[config.mk]
export PLATFORM = sky130hd
export DESIGN_NAME = clkfan_ctrl
export DESIGN_NICKNAME = d
export VERILOG_FILES = /design/src/rtl/clkfan_pkg.sv /design/src/rtl/clkfan_bus_sampler.sv /design/src/rtl/clkfan_wr_fsm.sv /design/src/rtl/clkfan_en_regs.sv /design/src/rtl/clkfan_gate.sv /design/src/rtl/clkfan_ctrl.sv
export SDC_FILE = /design/constraint.sdc
export NUM_CORES = 1
export LEC_CHECK = 0
export BUFFER_PORTS_ARGS = -buffer_cell sky130_fd_sc_hd__clkbuf_2
export CORE_ASPECT_RATIO = 0.7
export CORE_MARGIN = 10
export CORE_UTILIZATION = 40
export CTS_BUF_LIST = sky130_fd_sc_hd__clkbuf_16
export DETAILED_ROUTE_END_ITERATION = 10
export GPL_TIMING_DRIVEN = 0
export PLACE_DENSITY = 0.61
export SETUP_SLACK_MARGIN = 0.5
export SLEW_MARGIN = 10
export SYNTH_ARGS = -nofsm -noshare
export SYNTH_HDL_FRONTEND = slang
export SYNTH_SLANG_ARGS = --single-unit
export TNS_END_PERCENT = 30
[constraint.sdc]
create_clock -name clk -period 2.65 [get_ports clk]
set_clock_uncertainty 0.2 [all_clocks]
set_input_delay 0.265 -clock clk [delete_from_list [all_inputs] [get_ports clk]]
set_output_delay 0.265 -clock clk [all_outputs]
set_load 0.1 [all_outputs]
[src/rtl/clkfan_pkg.sv]
package clkfan_pkg;

    typedef enum logic [3:0] {
        ST_IDLE,
        ST_ADDR,
        ST_ADDR_ACK,
        ST_CMD,
        ST_CMD_ACK,
        ST_COUNT,
        ST_COUNT_ACK,
        ST_DATA,
        ST_DATA_ACK
    } fsm_state_t;

    localparam logic [6:0] DEF_SLAVE_ADDR = 7'h69;

endpackage

[src/rtl/clkfan_bus_sampler.sv]
module clkfan_bus_sampler #(
    parameter int SYNC_STAGES = 2
) (
    input  logic clk,
    input  logic rst_n,
    input  logic scl_i,
    input  logic sda_i,
    output logic scl_rise,
    output logic scl_fall,
    output logic start_det,
    output logic stop_det,
    output logic sda_bit
);
    logic [SYNC_STAGES-1:0] scl_sync;
    logic [SYNC_STAGES-1:0] sda_sync;
    logic                   scl_d;
    logic                   sda_d;
    logic                   scl_q;
    logic                   sda_q;

    assign scl_q = scl_sync[SYNC_STAGES-1];
    assign sda_q = sda_sync[SYNC_STAGES-1];

    // Synchronizer chains followed by one history stage (idle bus is high).
    always_ff @(posedge clk or negedge rst_n) begin
        if (!rst_n) begin
            scl_sync <= '1;
            sda_sync <= '1;
            scl_d    <= 1'b1;
            sda_d    <= 1'b1;
        end else begin
            scl_sync <= {scl_sync[SYNC_STAGES-2:0], scl_i};
            sda_sync <= {sda_sync[SYNC_STAGES-2:0], sda_i};
            scl_d    <= scl_q;
            sda_d    <= sda_q;
        end
    end

    always_comb begin
        scl_rise  = scl_q & ~scl_d;
        scl_fall  = ~scl_q & scl_d;
        start_det = scl_q & scl_d & sda_d & ~sda_q;
        stop_det  = scl_q & scl_d & ~sda_d & sda_q;
        sda_bit   = sda_q;
    end

endmodule

[src/rtl/clkfan_wr_fsm.sv]
module clkfan_wr_fsm
    import clkfan_pkg::*;
#(
    parameter logic [6:0] SLAVE_ADDR = DEF_SLAVE_ADDR,
    parameter int         NUM_REGS   = 3,
    parameter int         REG_W      = 8,
    parameter int         IDX_W      = $clog2(NUM_REGS + 1)
) (
    input  logic             clk,
    input  logic             rst_n,
    input  logic             scl_rise,
    input  logic             scl_fall,
    input  logic             start_det,
    input  logic             stop_det,
    input  logic             sda_bit,
    output logic             sda_drive,
    output logic             wr_en,
    output logic [IDX_W-1:0] wr_idx,
    output logic [REG_W-1:0] wr_data
);
    localparam logic [3:0]       BITS_FULL = 4'(REG_W);
    localparam logic [REG_W-1:0] ADDR_BYTE = REG_W'({SLAVE_ADDR, 1'b0});
    localparam logic [IDX_W-1:0] IDX_LAST  = IDX_W'(NUM_REGS);

    fsm_state_t       state;
    fsm_state_t       state_n;
    logic [3:0]       bit_cnt;
    logic [REG_W-1:0] shreg;
    logic [IDX_W-1:0] data_idx;
    logic             receiving;
    logic             acking;
    logic             byte_done;
    logic             addr_hit;

    always_comb begin
        receiving = (state == ST_ADDR) || (state == ST_CMD) ||
                    (state == ST_COUNT) || (state == ST_DATA);
        acking    = (state == ST_ADDR_ACK) || (state == ST_CMD_ACK) ||
                    (state == ST_COUNT_ACK) || (state == ST_DATA_ACK);
        byte_done = receiving && scl_fall && (bit_cnt == BITS_FULL);
        addr_hit  = (shreg == ADDR_BYTE);
    end

    // Next-state logic
    always_comb begin
        state_n = state;
        if (start_det) begin
            state_n = ST_ADDR;
        end else if (stop_det) begin
            state_n = ST_IDLE;
        end else begin
            unique case (state)
                ST_IDLE:      state_n = ST_IDLE;
                ST_ADDR:      if (byte_done) state_n = addr_hit ? ST_ADDR_ACK : ST_IDLE;
                ST_ADDR_ACK:  if (scl_fall) state_n = ST_CMD;
                ST_CMD:       if (byte_done) state_n = ST_CMD_ACK;
                ST_CMD_ACK:   if (scl_fall) state_n = ST_COUNT;
                ST_COUNT:     if (byte_done) state_n = ST_COUNT_ACK;
                ST_COUNT_ACK: if (scl_fall) state_n = ST_DATA;
                ST_DATA:      if (byte_done) state_n = ST_DATA_ACK;
                ST_DATA_ACK:  if (scl_fall) state_n = ST_DATA;
                default:      state_n = ST_IDLE;
            endcase
        end
    end

    // State register and receive datapath
    always_ff @(posedge clk or negedge rst_n) begin
        if (!rst_n) begin
            state    <= ST_IDLE;
            bit_cnt  <= '0;
            shreg    <= '0;
            data_idx <= '0;
        end else begin
            state <= state_n;
            if (start_det || stop_det) begin
                bit_cnt <= '0;
            end else if (receiving && scl_rise && (bit_cnt < BITS_FULL)) begin
                shreg   <= {shreg[REG_W-2:0], sda_bit};
                bit_cnt <= bit_cnt + 4'd1;
            end else if (acking && scl_fall) begin
                bit_cnt <= '0;
            end
            if (start_det) begin
                data_idx <= '0;
            end else if ((state == ST_DATA) && byte_done && (data_idx < IDX_LAST)) begin
                data_idx <= data_idx + 1'b1;
            end
        end
    end

    // Outputs
    always_comb begin
        sda_drive = acking;
        wr_en     = (state == ST_DATA) && byte_done && (data_idx < IDX_LAST);
        wr_idx    = data_idx;
        wr_data   = shreg;
    end

    AST_START_ADDR: assert property (@(posedge clk) disable iff (!rst_n)
        start_det |=> (state == ST_ADDR));
    AST_STOP_IDLE: assert property (@(posedge clk) disable iff (!rst_n)
        stop_det |=> (state == ST_IDLE));
    AST_ADDR_MATCH: assert property (@(posedge clk) disable iff (!rst_n)
        ((state == ST_ADDR_ACK) && ($past(state) == ST_ADDR)) |-> ($past(shreg) == ADDR_BYTE));
    AST_ACK_AFTER_BYTE: assert property (@(posedge clk) disable iff (!rst_n)
        $rose(sda_drive) |-> ($past(bit_cnt) == BITS_FULL));
    AST_BITCNT_BOUND: assert property (@(posedge clk) disable iff (!rst_n)
        bit_cnt <= BITS_FULL);
    AST_ONE_WRITE: assert property (@(posedge clk) disable iff (!rst_n)
        wr_en |=> !wr_en);

endmodule

[src/rtl/clkfan_en_regs.sv]
module clkfan_en_regs #(
    parameter int NUM_OUTS = 18,
    parameter int NUM_REGS = 3,
    parameter int REG_W    = 8,
    parameter int IDX_W    = $clog2(NUM_REGS + 1)
) (
    input  logic                clk,
    input  logic                rst_n,
    input  logic                wr_en,
    input  logic [IDX_W-1:0]    wr_idx,
    input  logic [REG_W-1:0]    wr_data,
    output logic [NUM_OUTS-1:0] en_o
);
    localparam int TAIL = NUM_OUTS - (NUM_REGS - 1) * REG_W;

    for (genvar g = 0; g < NUM_REGS; g++) begin : g_reg
        if (g < NUM_REGS - 1) begin : g_full
            logic [REG_W-1:0] q;
            always_ff @(posedge clk or negedge rst_n) begin
                if (!rst_n) begin
                    q <= '1;
                end else if (wr_en && (wr_idx == IDX_W'(g))) begin
                    q <= wr_data;
                end
            end
            assign en_o[g*REG_W +: REG_W] = q;
        end else begin : g_tail
            // Only the upper bits of the last register reach outputs.
            logic [TAIL-1:0] q;
            always_ff @(posedge clk or negedge rst_n) begin
                if (!rst_n) begin
                    q <= '1;
                end else if (wr_en && (wr_idx == IDX_W'(g))) begin
                    q <= wr_data[REG_W-1 -: TAIL];
                end
            end
            assign en_o[NUM_OUTS-1 -: TAIL] = q;
        end
    end

    AST_HOLD_NO_WR: assert property (@(posedge clk) disable iff (!rst_n)
        !wr_en |=> $stable(en_o));

endmodule

[src/rtl/clkfan_gate.sv]
module clkfan_gate #(
    parameter int NUM_OUTS = 18
) (
    input  logic                clk_src_i,
    input  logic                oe_i,
    input  logic [NUM_OUTS-1:0] en_i,
    output logic [NUM_OUTS-1:0] clk_out_o,
    output logic [NUM_OUTS-1:0] clk_out_en_o
);
    for (genvar i = 0; i < NUM_OUTS; i++) begin : g_out
        assign clk_out_o[i]    = clk_src_i & en_i[i];
        assign clk_out_en_o[i] = oe_i;
    end

endmodule

[src/rtl/clkfan_ctrl.sv]
module clkfan_ctrl
    import clkfan_pkg::*;
#(
    parameter logic [6:0] SLAVE_ADDR  = DEF_SLAVE_ADDR,
    parameter int         NUM_OUTS    = 18,
    parameter int         REG_W       = 8,
    parameter int         SYNC_STAGES = 2
) (
    input  logic                clk,
    input  logic                rst_n,
    input  logic                scl_i,
    input  logic                sda_i,
    output logic                sda_drive_low_o,
    input  logic                clk_src_i,
    input  logic                oe_i,
    output logic [NUM_OUTS-1:0] clk_out_o,
    output logic [NUM_OUTS-1:0] clk_out_en_o
);
    localparam int NUM_REGS = (NUM_OUTS + REG_W - 1) / REG_W;
    localparam int IDX_W    = $clog2(NUM_REGS + 1);

    logic             scl_rise;
    logic             scl_fall;
    logic             start_det;
    logic             stop_det;
    logic             sda_bit;
    logic             wr_en;
    logic [IDX_W-1:0] wr_idx;
    logic [REG_W-1:0] wr_data;
    logic [NUM_OUTS-1:0] en;

    clkfan_bus_sampler #(
        .SYNC_STAGES (SYNC_STAGES)
    ) u_sampler (
        .clk       (clk),
        .rst_n     (rst_n),
        .scl_i     (scl_i),
        .sda_i     (sda_i),
        .scl_rise  (scl_rise),
        .scl_fall  (scl_fall),
        .start_det (start_det),
        .stop_det  (stop_det),
        .sda_bit   (sda_bit)
    );

    clkfan_wr_fsm #(
        .SLAVE_ADDR (SLAVE_ADDR),
        .NUM_REGS   (NUM_REGS),
        .REG_W      (REG_W),
        .IDX_W      (IDX_W)
    ) u_fsm (
        .clk       (clk),
        .rst_n     (rst_n),
        .scl_rise  (scl_rise),
        .scl_fall  (scl_fall),
        .start_det (start_det),
        .stop_det  (stop_det),
        .sda_bit   (sda_bit),
        .sda_drive (sda_drive_low_o),
        .wr_en     (wr_en),
        .wr_idx    (wr_idx),
        .wr_data   (wr_data)
    );

    clkfan_en_regs #(
        .NUM_OUTS (NUM_OUTS),
        .NUM_REGS (NUM_REGS),
        .REG_W    (REG_W),
        .IDX_W    (IDX_W)
    ) u_regs (
        .clk     (clk),
        .rst_n   (rst_n),
        .wr_en   (wr_en),
        .wr_idx  (wr_idx),
        .wr_data (wr_data),
        .en_o    (en)
    );

    clkfan_gate #(
        .NUM_OUTS (NUM_OUTS)
    ) u_gate (
        .clk_src_i    (clk_src_i),
        .oe_i         (oe_i),
        .en_i         (en),
        .clk_out_o    (clk_out_o),
        .clk_out_en_o (clk_out_en_o)
    );

endmodule

# Yosys cells after proc, flatten, opt, wreduce, memory -nomap -nowiden
# Cells that the tools add are included.
[totals]
wordCells = 103
ff_bits = 42
output_inout_bits = 37
[op_classes]
add_sub_neg = 2
n_lt_le_gt_ge = 2
muxes = 16
n_reduce_logical = 23
eq_ne = 19
bitwise_logic = 30
[op_table]
columns = ["operator", "n"]
rows = [
  ["$mux 4", 12],
  ["$ne 4x1->1 const B", 7],
  ["$pmux 4 s7", 1],
  ["$and 1x1->1", 25],
  ["$eq 4x3->1 const B", 4],
  ["$logic_and 1x1->1", 10],
  ["$eq 4x2->1 const B", 2],
  ["$eq 4x4->1 const B", 2],
  ["$eq 8x8->1 const B", 1],
  ["$logic_or 1x1->1", 7],
  ["$reduce_and 7->1", 1],
  ["$mux 2", 3],
  ["$not 1->1", 5],
  ["$add 4x1->4 const B", 1],
  ["$eq 4x1->1 const B", 1],
  ["$lt 4x4->1 const B", 1],
  ["$reduce_bool 3->1", 1],
  ["$add 2x1->2 const B", 1],
  ["$eq 2x1->1 const B", 1],
  ["$eq 2x2->1 const B", 1],
  ["$logic_not 2->1", 1],
  ["$lt 2x2->1 const B", 1],
  ["$reduce_and 2->1", 1],
  ["$reduce_bool 2->1", 1],
  ["$reduce_or 2->1", 1],
]

# Logic depth before layout (Yosys ltp)
[logic_depth]
depth_word = 10
depth_mapped = 6
mapped_depth_nobuf = 6

# Modules after synthesis
# A second synthesis with hierarchy kept.
[hier_totals]
cells_unflattened = 166
hier_area_um2 = 2144.6
[by_module_without_submodules]
columns = ["mod", "area_each_um2", "seq_area_each_um2", "n_inst", "cells_each"]
rows = [
  ["clkfan_wr_fsm", 964.7, 450.4, 1, 80],
  ["clkfan_en_regs", 713.2, 473.0, 1, 39],
  ["clkfan_gate", 276.5, 0.0, 1, 37],
  ["clkfan_bus_sampler", 190.2, 157.7, 1, 10],
]

# Worst setup path before layout
# Ideal clock, no wire load.
[synth_path]
kind = "reg-to-reg"
from = "register u_fsm.state[1]"
to = "register u_fsm.state[1]"
t_required_ns = 2.328
t_arrival_ns = 3.305
n_path_buf = 1
setup_time_ns = 0.122
stages_incl_launch_ff = 6
synth_period_minus_slack_ns = 3.626
path_slack_ns = -0.976
path_cell_list = "dfrtp_1 -> buf_2 -> o21a_1 -> nor3_1 -> a22oi_1 -> and4b_1"
[synth_between]
elab_chain_len = 8
word_cells_on_any_way = 25
classes_between = "15 x eq/ne; 3 x mux; 7 x reduce/logical"
[synth_lines]
columns = ["item", "line_no", "rtl"]
rows = [
  ["start: declaration", "clkfan_wr_fsm.sv:25", "fsm_state_t state;"],
  ["start signal: assignment", "clkfan_wr_fsm.sv:75", "state <= state_n;"],
  ["$eq 4x1->1 or $eq 4x2->1 (tied branches)", "clkfan_wr_fsm.sv:36, clkfan_wr_fsm.sv:52", ""],
  ["$logic_or 1x1->1 (2 in series)", "clkfan_wr_fsm.sv:36", "receiving = (state == ST_ADDR) || (state == ST_CMD) ||"],
  ["$logic_or 1x1->1", "clkfan_wr_fsm.sv:37", "(state == ST_COUNT) || (state == ST_DATA);"],
  ["$logic_and 1x1->1 (2 in series)", "clkfan_wr_fsm.sv:40", "byte_done = receiving && scl_fall && (bit_cnt == BITS_FULL);"],
  ["$ne 4x1->1 (no source line)", "n/a", ""],
  ["$reduce_and 7->1 (no source line)", "n/a", ""],
]
# Several ways; a longest one is shown, not always the timed one.
# A chain may end at the register's enable or synchronous reset.

# Worst setup path after layout
[layout_path]
from = "register u_fsm.state[1]"
to = "output port sda_drive_low_o"
[layout_between]
elab_chain_len = 4
word_cells_on_any_way = 7
classes_between = "4 x eq/ne; 3 x reduce/logical"
[layout_lines]
columns = ["item", "line_no", "rtl"]
rows = [
  ["$eq 4x2->1 or $eq 4x3->1 (tied branches)", "clkfan_wr_fsm.sv:38", "acking = (state == ST_ADDR_ACK) || (state == ST_CMD_ACK) ||"],
  ["$logic_or 1x1->1 (2 in series)", "clkfan_wr_fsm.sv:38", ""],
  ["$logic_or 1x1->1 *", "clkfan_wr_fsm.sv:39", "(state == ST_COUNT_ACK) || (state == ST_DATA_ACK);"],
  ["end: declaration", "clkfan_ctrl.sv:13", "output logic sda_drive_low_o,"],
]
# Every way passes the cells marked *; elsewhere a longest branch is shown, timed or not.

==> results.sh <==
export IMPL_status="finished clean"
export IMPL_critPathCaptureType="primary output"
export IMPL_drt_pass1_iterations=4
export IMPL_place_gp_congestion=0.779
export IMPL_hold_viol_final=0
export IMPL_io_buffers=41
export IMPL_hp_class="reg2reg"
export IMPL_yosys_warnings=0
export IMPL_clock_latency_ns=0.28
export IMPL_relSlewSlack_pct=33.1
export IMPL_dp_hpwl_mm=3.12
export IMPL_reg2reg_slack_ns=0.60
export IMPL_grt_max_degree=43
export IMPL_grt_antenna_before_repair=0
export IMPL_tns_ns=0
export IMPL_critPathLaunch="u_fsm.state[1]"
export IMPL_die_h_um=81.5
export IMPL_clk_path_buf_depth=2
export IMPL_fin_nets=246
export IMPL_post_route_min_period_ns=2.07
export IMPL_synthArstFlopShare_pct=100
export IMPL_vdd_drop_max_mv=0.275
export IMPL_crit_type="reg2out"
export IMPL_max_slew_worst_pin_slew_ns=1.00
export IMPL_cp_start_kind="register"
export IMPL_ys_seq_area_share_pct=50.1
export IMPL_worstPathMaxFanout=9
export IMPL_post_route_util_pct=50.7
export IMPL_wl_mm=4.30
export IMPL_layout_drive_gt1_share_pct=54.0
export IMPL_power_total_uw=1690
export IMPL_p_per_area_nw_per_um2=636
export IMPL_setup_slack_ns=0.575
export IMPL_syn_area_sq_um=2160
export IMPL_synth_cell_type_count=38
export IMPL_holdPathEnd="u_sampler.scl_sync[1]"
export IMPL_core_area_sq_um=5230
export IMPL_pre_cts_slack_ns=0.504
export IMPL_cts_sinks=42
export IMPL_drt_initial_drc_count=39
export IMPL_arrival_ns=1.61
export IMPL_die_x_um=108
export IMPL_drv_slew=0
export IMPL_drtAntennaViolNets=0
export IMPL_grt_first_pass_wirelength_mm=7.15
export IMPL_final_common_cell="clkbuf_2"
export IMPL_antenna_diode_count=0
export IMPL_final_period_utilization_pct=78.3
export IMPL_postSynthAreaPerCell_sq_um=11.9
export IMPL_ys_ff_latch=42
export IMPL_rows=22
export IMPL_clock_fmax_ghz=0.482
export IMPL_cts_tree="yes"
export IMPL_placed_area_sq_um=2460
export IMPL_grt_pass1_vias=1375
export IMPL_worst_r2r_cell_count=5
export IMPL_timing_rr_end="u_fsm.wr_data[0]"
export IMPL_cap_violations=0
export IMPL_root_buffer="clkbuf_16"
export IMPL_synth_edf_count=0
export IMPL_power_leakage_uw=0.00125
export IMPL_path_clk_slew_ns=0.06
export IMPL_hold_path_depth=0
export IMPL_grt_overflow_total=0
export IMPL_r2r_start="u_fsm.state[3]"
export IMPL_route_detailed_drc=0
export IMPL_fin_area_sq_um=2650
export IMPL_wl_per_cell_um=14.0
export IMPL_vias=1441
export IMPL_hold_start="u_sampler.scl_sync[0]"
export IMPL_htreeDepth=2
export IMPL_viasPerCell=4.69
export IMPL_syn_inst=182
export IMPL_area_growth_pct=22.8
export IMPL_synth_nets=194
export IMPL_numCtsBuffers=5
export IMPL_die_area_sq_um=8780
export IMPL_initial_utilization_pct=41.3
export IMPL_io_pins=43
export IMPL_final_cell_mix="40 x clkbuf_2, 24 x mux2_2, 24 x dfstp_2"
export IMPL_ys_flop_type="dfstp_2"
export IMPL_rsz0062_at_grt="false"
export IMPL_finalSetupViolCount=0
export IMPL_crit_required_ns=2.18
export IMPL_grtUsageTotal_pct=10.1
## power by group
part           internal [uW]  switching [uW]
logic                    117             180
clock network            348             242
registers                713            86.7
## repair_timing
item                                    4_1_cts  5_1_grt
endpoints found under the setup margin        2       17
gates cloned                                  0        0
resized for setup                             1        0
endpoints found under the hold margin        20        0
buffers inserted                              0        1
hold buffers                                  3        0
pin swaps                                     0        1
## synthesized netlist by cell type (all sizes together) (2+ instances only)
master,n,area share (%)
nor3b,3,1.0
dfrtp,18,21
nor3,2,0.46
nand4b,2,0.81
and4b,2,0.93
a22oi,2,0.70
nand2b,5,1.8
nor4b,2,1.5
inv,6,1.0
a21oi,4,0.93
nand2,11,2.1
o22ai,2,0.58
buf,21,7.2
and2,18,5.2
o21ai,6,1.4
xnor2,2,0.81
ha,6,3.5
nor2b,2,0.58
mux2,26,14
nor2,7,1.2
dfstp,24,29
## per-layer routing
layer	vias to the layer above	track usage, %	share of wire, %
met4	0	3.59	0.61
met2	34	14.3	42
li1	713	-	-
met3	4	3.44	6.3
met5	-	0	0
met1	690	14.1	51
## worst max-delay path by stage
stage	endpoint	slack, ns
6_report	sda_drive_low_o	0.58
5_1_grt	sda_drive_low_o	0.51
4_1_cts	u_regs.g_reg[1].g_full.q[7]	0.50
3_5_place_dp	u_regs.g_reg[1].g_full.q[7]	0.50
3_3_place_gp	u_regs.g_reg[1].g_full.q[7]	0.51
2_1_floorplan	u_fsm.state[1]	0.48
## layout make-up
class / count / area, sq um
Fill cell: 470 / 2580
Sequential cell: 42 / 1080
Multi-Input combinational cell: 112 / 906
Timing Repair Buffer: 45 / 245
Buffer: 22 / 160
Clock buffer: 5 / 125
Tap cell: 72 / 90.1
Inverter: 6 / 22.5
Clock inverter: 3 / 21.3
## cell families (layout without fill, tap and decap cells)
logic type	count (synthesis)	in the layout	share of synthesized area [%]
and+or+nand+nor	58	58	17.2
DFF	42	42	50.1
xor gates and xnor gates	2	2	0.812
muxes	27	27	14.4
buffers and inverters	28	81	8.46
adders and majority gates	6	6	3.48
AOI/OAI and AO/OA	19	19	5.57
## registers in the layout, indices dropped and copies added (netlist names)
signal,count
u_sampler.sda_sync,2
u_fsm.wr_idx,2
u_sampler.scl_sync,2
u_regs.g.g_full.q,16
u_sampler.scl_d,1
u_fsm.bit_cnt,4
u_sampler.sda_d,1
u_fsm.wr_data,8
u_fsm.state,4
u_regs.g.g_tail.q,2
## through the flow
step | std cells | hold WS [ns]
after CTS | 306 | 0.157
after floorplan | 182 | -0.231
after global placement | 295 | 0.146
final | 307 | 0.155
after global routing | 307 | 0.162
after detailed placement | 295 | 0.147
## worst max-delay path, stage by stage, from the launching register on
cell and delay (ns):
dfrtp_1 0.36, buf_2 0.16, o21a_1 0.22, nor3_4 0.20
clkbuf_4 0.39
Note: power is estimated with default switching activity, not from simulation.
